### config.mk
export PLATFORM = sky130hd
export DESIGN_NAME = hostbus_seq
export DESIGN_NICKNAME = d
export VERILOG_FILES = /design/src/rtl/hostbus_seq.sv
export SDC_FILE = /design/constraint.sdc
export NUM_CORES = 1
export LEC_CHECK = 0
export BUFFER_PORTS_ARGS = -buffer_cell sky130_fd_sc_hd__buf_2
export CORE_MARGIN = 2
export CORE_UTILIZATION = 38
export DETAILED_ROUTE_END_ITERATION = 7
export PLACE_DENSITY = 0.77
export SYNTH_ARGS = -nofsm -noshare
export SYNTH_HDL_FRONTEND = slang
export SYNTH_SLANG_ARGS = --single-unit
export TNS_END_PERCENT = 5
### constraint.sdc
create_clock -name clk -period 1.5 [get_ports clk]
set_clock_uncertainty 0.2 [all_clocks]
set_input_delay 0.15 -clock clk [delete_from_list [all_inputs] [get_ports clk]]
set_output_delay 0.15 -clock clk [all_outputs]
set_load 0.1 [all_outputs]
### src/rtl/hostbus_seq.sv
module hostbus_seq #(
  parameter int AW       = 8,
  parameter int DW       = 8,
  parameter int SEL_BIT  = 7,
  parameter int DEAD_BIT = 6
) (
  input  logic          clk,
  input  logic          rst_n,
  input  logic          burst_en,
  input  logic          cs_n,
  input  logic          wr_rd_n,
  input  logic          iack_n,
  input  logic [AW-1:0] addr,
  input  logic [DW-1:0] host_din,
  output logic [DW-1:0] host_dout,
  output logic          host_doe,
  output logic          ack_n,
  output logic [AW-1:0] reg_addr,
  output logic          reg_region,
  output logic          reg_wr,
  output logic          reg_rd,
  output logic [DW-1:0] reg_wdata,
  input  logic [DW-1:0] reg_rdata
);

  typedef enum logic [2:0] {IDLE, P1, P2, P3, P4} ph_t;

  localparam logic [AW-1:0] KEEP = ~(AW'(1) << DEAD_BIT);

  ph_t           ph;
  logic          hold;
  logic          w_q;
  logic [AW-1:0] a_q;
  logic [DW-1:0] d_q;
  logic          live;
  logic [AW-1:0] a_in;

  assign live = ~cs_n;
  assign a_in = addr & KEEP;

  always_ff @(posedge clk) begin
    if (!rst_n) begin
      ph   <= IDLE;
      hold <= 1'b0;
      w_q  <= 1'b0;
      a_q  <= '0;
      d_q  <= '0;
    end else if (cs_n) begin
      ph   <= IDLE;
      hold <= 1'b0;
    end else begin
      case (ph)
        IDLE: if (!hold && iack_n) begin
          ph  <= P1;
          a_q <= a_in;
          w_q <= wr_rd_n;
        end
        P1: begin
          ph <= P2;
          if (!w_q) d_q <= reg_rdata;
        end
        P2: ph <= P3;
        P3: ph <= P4;
        P4: if (burst_en) begin
          ph  <= P1;
          a_q <= a_in;
          w_q <= wr_rd_n;
        end else begin
          ph   <= IDLE;
          hold <= 1'b1;
        end
        default: ph <= IDLE;
      endcase
    end
  end

  assign ack_n      = ~(live && ph == P4);
  assign reg_wr     = live && ph == P3 && w_q;
  assign reg_rd     = live && ph == P1 && !w_q;
  assign host_doe   = live && !w_q && (ph == P2 || ph == P3 || ph == P4);
  assign host_dout  = d_q;
  assign reg_addr   = a_q;
  assign reg_region = a_q[SEL_BIT];
  assign reg_wdata  = host_din;

endmodule

==> results of run 1 <==
-- cells in the final DEF (no fill, tap or decap), types with 2 or more instances in the layout --
cell type      Yosys  final
a21boi_1           8      8
buf_12             0      5
buf_2              1     34
buf_4             11     10
clkbuf_4           0      5
dfxtp_1           20     17
dfxtp_4            0      2
dlygate4sd3_1      0     20
inv_1              2      2
mux2i_1            9      8
nand2_1           18     18
nand3_1            9      8
nor2_1             4      2
nor2_4             0      2
nor3_1             3      2
o21ai_1            7      4
o21ai_2            1      4
-- metrics by stage --
| stage | cells | setup TNS (ns) | power, mW | setup slack [ns] |
|---|---|---|---|---|
| final | 200 | -0.582 | 1.22 | -0.241 |
| after global routing | 200 | -0.798 | 1.27 | -0.281 |
| after global placement | 176 | 0 | 0.874 | 0.0395 |
| after floorplan | 112 | -1.07 | 0.903 | -0.253 |
| after CTS | 200 | -0.608 | 1.22 | -0.250 |
| after detailed placement | 176 | -0.00326 | 0.879 | -0.00326 |
-- worst max-delay path, stage by stage, from the launching register on --
cell and delay, ns:
dfxtp_4 0.39, or3b_4 0.41, nor2_4 0.12, buf_12 0.18
-- flip-flops by register name (all words and copies together), names as in the netlist --
name       count
w_q            1
ph             3
host_dout      8
hold           1
reg_addr       7
-- worst paths after layout --
path,cells after the start,startpoint,end
hold reg to reg,2,host_dout[7],host_dout[7]
hold / removal,4,burst_en,hold
setup reg to reg,4,ph[0],host_dout[2]
setup / recovery,3,ph[0],reg_rd
-- logic make-up after synthesis --
| kind of cell | Yosys count |
|---|---|
| mux | 9 |
| other cells | 1 |
| flops | 20 |
| compound gates | 19 |
| xor+xnor | 1 |
| buf+inv | 20 |
| simple gates | 42 |
-- per-layer routing --
| layer | GRT usage (%) | vias to the layer above |
|---|---|---|
| li1 | - | 483 |
| met1 | 17.7 | 428 |
| met2 | 35.7 | 45 |
| met3 | 3.01 | 0 |
| met4 | 2.92 | 0 |
| met5 | 0 | - |
-- power by group through the flow --
stage / logic [mW] / clock network, mW / registers [mW]
after floorplan: 0.219 / 0 / 0.685
after detailed placement: 0.305 / 0 / 0.575
after global placement: 0.300 / 0 / 0.573
after global routing: 0.373 / 0.336 / 0.564
final: 0.354 / 0.303 / 0.562
after CTS: 0.348 / 0.313 / 0.561
-- cell type report --
type,instances,area [um^2]
flip-flops and latches,20,409
inverters,2,7.51
multi-input cells,72,489
clock buffers,4,36.3
repair buffers,72,572
well taps,30,37.5
fillers,196,881
-- timing repair --
item | 4_1_cts | 5_1_grt
hold endpoints to repair | 16 | 0
pin swaps | 2 | 0
hold buffers | 20 | 0
gates cloned | 0 | 0
endpoints found under the setup margin | 9 | 10
gates resized for setup | 8 | 6
==> flow_summary.json, run 1 <==
{
  "areaGrowthSynthToFinish_pct": 60.6,
  "hpwl_mm": 1.68,
  "ir_drop_mv": 0.568,
  "fin_crit_sh_pct": 116,
  "p_sw_mw": 0.397,
  "cp-start-kind": "flip-flop",
  "num_io_pins": 59,
  "rsz0062_at_grt": "true",
  "internal-power_mw": 0.822,
  "endpoint_kind": "output pin",
  "track_usage_pct": 17.2,
  "setup_viol": 3,
  "clock_latency_ns": 0.29,
  "top_layer_used": "met3",
  "reg2reg_slack_ns": 0.02,
  "yosys.cell_types.count": 27,
  "synth_top_area_share_pct": 41.5,
  "required_ns": 1.15,
  "synthSimpleGateAreaFrac_pct": 21.1,
  "synth_mux_area_share_pct": 9.33,
  "cts_root_buf": "clkbuf_4",
  "drtIter0Drc": 25,
  "fmax_mhz": 574,
  "antenna_found_initial": 0,
  "wl_mm": 2.51,
  "placed_area_um2": 1270,
  "ys_ff_latch": 20,
  "synthCells": 112,
  "combPwrFrac_pct": 29.1,
  "synth_commonest_cells": "dfxtp_1, nand2_1, buf_4",
  "yosys.area_share.xor_xnor_pct": 0.907,
  "avgSynthCellArea_um2": 8.62,
  "p_leak_nw": 0.674,
  "postCtsSetupRepairBufs": 0,
  "grt_max_degree": 15,
  "syn-num-nets": 142,
  "num-nets-final": 201,
  "rows": 18,
  "cts.sinks": 20,
  "cts_max_level": 1,
  "numCtsBuffers": 3,
  "netlist_top_cells_area": "dfxtp_1, mux2i_1, buf_4, nand2_1, a21boi_1",
  "min_path_type": "input pin to flip-flop",
  "path_max_fanout": 4,
  "swShare_pct": 32.6,
  "grt_pass1_vias": 946,
  "yosysWarnings": 0,
  "vias": 956,
  "drv_slew": 0,
  "power.density_nw_per_um2": 786,
  "fin_area_um2": 1550,
  "worstSetupPathType": "flip-flop to output pin",
  "die_y_um": 54.4,
  "synth_most_common_cell": "dfxtp_1",
  "portBuffers": 40,
  "synth-compound-area-share_pct": 13.1,
  "core_area_um2": 2430,
  "hold_viol_final": 0,
  "synth_edf_count": 0,
  "die_w_um": 54.4,
  "fin_util_pct": 63.8,
  "period_needed_ns": 1.74,
  "syn_area_um2": 966,
  "drive_gt1_share_pct": 42.4,
  "cp.arrival_ns": 1.39,
  "drc": 0,
  "grt_pass1_wl_mm": 3.76,
  "synth_flop_cell": "dfxtp_1",
  "cts_max_path_buffers": 2,
  "synth_top_family_by_area": "simple AND/OR/NAND/NOR gates",
  "violations": "setup timing",
  "synth_fa_ha_area_share_pct": 0,
  "ant_nets": 0,
  "wl_met1_um": 980,
  "dieArea_um2": 2960,
  "fin_ws_ns": -0.241,
  "status": "complete, but fails checks",
  "fin_hold_ws_ns": 0.0184,
  "clk_pin_slew_ns": 0.11,
  "routed_via_density": 4.78,
  "yosysTopAreaCell": "dfxtp_1",
  "yosysSeqAreaShare_pct": 41.5,
  "pwr-share-clk_pct": 24.8,
  "routedWlPerCell_um": 12.6,
  "power_frac_seq_pct": 46.1,
  "wl_met3_um": 198,
  "start_util_pct": 39.7,
  "wl_met2_mm": 1.34,
  "async_flop_share_pct": 0,
  "diodes": 0,
  "cts_tree": "yes",
  "grt_overflow": 0,
  "drt-pass1-iter-count": 4,
  "drv_cap": 0,
  "gp_congestion": 0.709
}
(Power assumes the default switching activity.)
==> inputs of run 2 (changes only) <==
--- a/config.mk
+++ b/config.mk
@@ -8,7 +8,9 @@
 export BUFFER_PORTS_ARGS = -buffer_cell sky130_fd_sc_hd__buf_2
 export CORE_MARGIN = 2
 export CORE_UTILIZATION = 38
+export CTS_CLUSTER_SIZE = 20
 export DETAILED_ROUTE_END_ITERATION = 7
+export GPL_TIMING_DRIVEN = 0
 export PLACE_DENSITY = 0.77
 export SYNTH_ARGS = -nofsm -noshare
 export SYNTH_HDL_FRONTEND = slang
==> flow_summary.json, run 2 (synthesized netlist as in run 1, its figures left out) <==
{
  "clock_latency_ns": 0.29,
  "path_cells": "or3b_4 -> nor2_4 -> buf_12",
  "die_y_um": 54.4,
  "dieArea_um2": 2960,
  "finalPower_mw": 1.32,
  "power.density_nw_per_um2": 822,
  "ir_drop_mv": 0.586,
  "worst-path-buf-inv": 1,
  "relSlewSlack_pct": 66.5,
  "drc": 0,
  "drive_gt1_share_pct": 43.2,
  "portBuffers": 47,
  "reg2reg_slack_ns": -0.05,
  "hold_viol_final": 0,
  "grt_pass1_vias": 987,
  "cp.arrival_ns": 1.40,
  "start_util_pct": 39.7,
  "cts_max_path_buffers": 2,
  "hpwl_mm": 1.74,
  "clk_pin_slew_ns": 0.11,
  "areaGrowthSynthToFinish_pct": 66.7,
  "rsz0062_at_grt": "true",
  "track_usage_pct": 19.2,
  "grt_overflow": 0,
  "vias": 1041,
  "cts_root_buf": "clkbuf_4",
  "max_stage_delay_ns": 0.40,
  "endpoint_kind": "output pin",
  "worstSetupPathType": "flip-flop to output pin",
  "ff2ff_path_depth": 7,
  "cts.sinks": 20,
  "num_io_pins": 59,
  "drt-pass1-iter-count": 4,
  "place_ws_ns": -0.485,
  "path_depth": 3,
  "fin_ws_ns": -0.253,
  "crit_end": "reg_rd",
  "antenna_found_initial": 0,
  "ant_nets": 0,
  "mostFrequentLayoutCells": "buf_2, nand2_1, dfxtp_1, dlygate4sd3_1, buf_4",
  "routedWlPerCell_um": 12.3,
  "final_common_cell": "buf_2",
  "path_max_fanout": 4,
  "p_leak_nw": 0.731,
  "grt_max_degree": 12,
  "setup_viol": 12,
  "period_needed_ns": 1.75,
  "reg2reg_to": "host_dout[3]",
  "wl_mm": 2.65,
  "tightest_slew_ns": 0.501,
  "status": "complete, but fails checks",
  "numCtsBuffers": 3,
  "crit_family": "simple AND/OR/NAND/NOR gates",
  "cts_max_level": 1,
  "crit_start": "ph[0]",
  "drv_cap": 0,
  "grt_pass1_wl_mm": 4.09,
  "cp-start-kind": "flip-flop",
  "routed_via_density": 4.84,
  "drtIter0Drc": 9,
  "slowest_stage": "or3b_4",
  "fmax_mhz": 570,
  "required_ns": 1.15,
  "n_fill_cell": 196,
  "diodes": 0,
  "die_w_um": 54.4,
  "gp_congestion": 0.701,
  "drv_slew": 0,
  "fin_crit_sh_pct": 117,
  "min_path_type": "input pin to flip-flop",
  "rows": 18,
  "hold_depth": 3,
  "largest_register_ffs": 8,
  "reg2reg_from": "ph[2]",
  "cts_tree": "yes",
  "num-nets-final": 216,
  "core_area_um2": 2430,
  "violations": "setup timing"
}
==> run 2: cell types whose count changed in the layout (fill, tap and decap cells not counted), sizes merged <==
cell | previous run | this run
dlymetal6s4s | 0 | 2
buf | 50 | 64
dlygate4sd3 | 20 | 17
clkbuf | 6 | 8
==> run 2: how the worst min path moves through the flow <==
stage | start | end | slack [ns]
after global routing | rst_n | reg_addr[7] | 0.02
after floorplan | wr_rd_n | w_q | 0.09
after detailed placement | addr[3] | reg_addr[3] | 0.21
after global placement | addr[4] | reg_addr[4] | 0.20
after CTS | rst_n | reg_addr[7] | 0.004
final | rst_n | reg_addr[7] | 0.01
==> run 2: repair_timing <==
action,CTS,global route
pin swaps,5,4
cloned,0,0
resized for setup,19,6
endpoints found under the setup margin,13,15
buffers inserted,3,2
hold buffers,19,0
endpoints found under the hold margin,17,0
==> run 2: tightest hold or removal path: stages <==
cell and delay (ns):
clkbuf_1 0.15, nand2_1 0.10, mux2i_1 0.06
==> run 2: metrics by stage <==
step	util [%]	hold slack, ns	TNS [ns]	cells	instance area (um^2)
after global placement	52.6	0.199	-0.793	189	1280
after global routing	66.2	0.0220	-1.99	215	1610
after CTS	65.4	0.00387	-1.13	214	1590
final	66.2	0.0110	-1.04	215	1610
after detailed placement	52.6	0.207	-1.00	189	1280
after floorplan	-	0.0921	-1.07	112	1010
==> run 2: metal layers <==
| metal | global-route usage, % | up-vias | part of all wire [%] |
|---|---|---|---|
| met3 | 3.01 | 0 | 8.3 |
| met4 | 5.00 | 0 | 0 |
| met1 | 19.3 | 470 | 40 |
| met2 | 39.6 | 55 | 52 |
| met5 | 0 | - | 0 |
| li1 | - | 516 | - |
==> run 2: where the power goes <==
part | internal (mW) | switching (mW)
combinational | 0.139 | 0.315
sequential | 0.549 | 0.0140
clock | 0.148 | 0.159
total | 0.836 | 0.488
==> run 2: cell type report <==
cell class / instances / area (um^2) / area share, %
plain buffers: 16 / 120 / 7.46
clock buffers: 4 / 36.3 / 2.25
multi-input cells: 72 / 479 / 29.8
inverters: 2 / 7.51 / 0.466
flip-flops and latches: 20 / 405 / 25.2
repair buffers: 71 / 524 / 32.6
well taps: 30 / 37.5 / 2.33
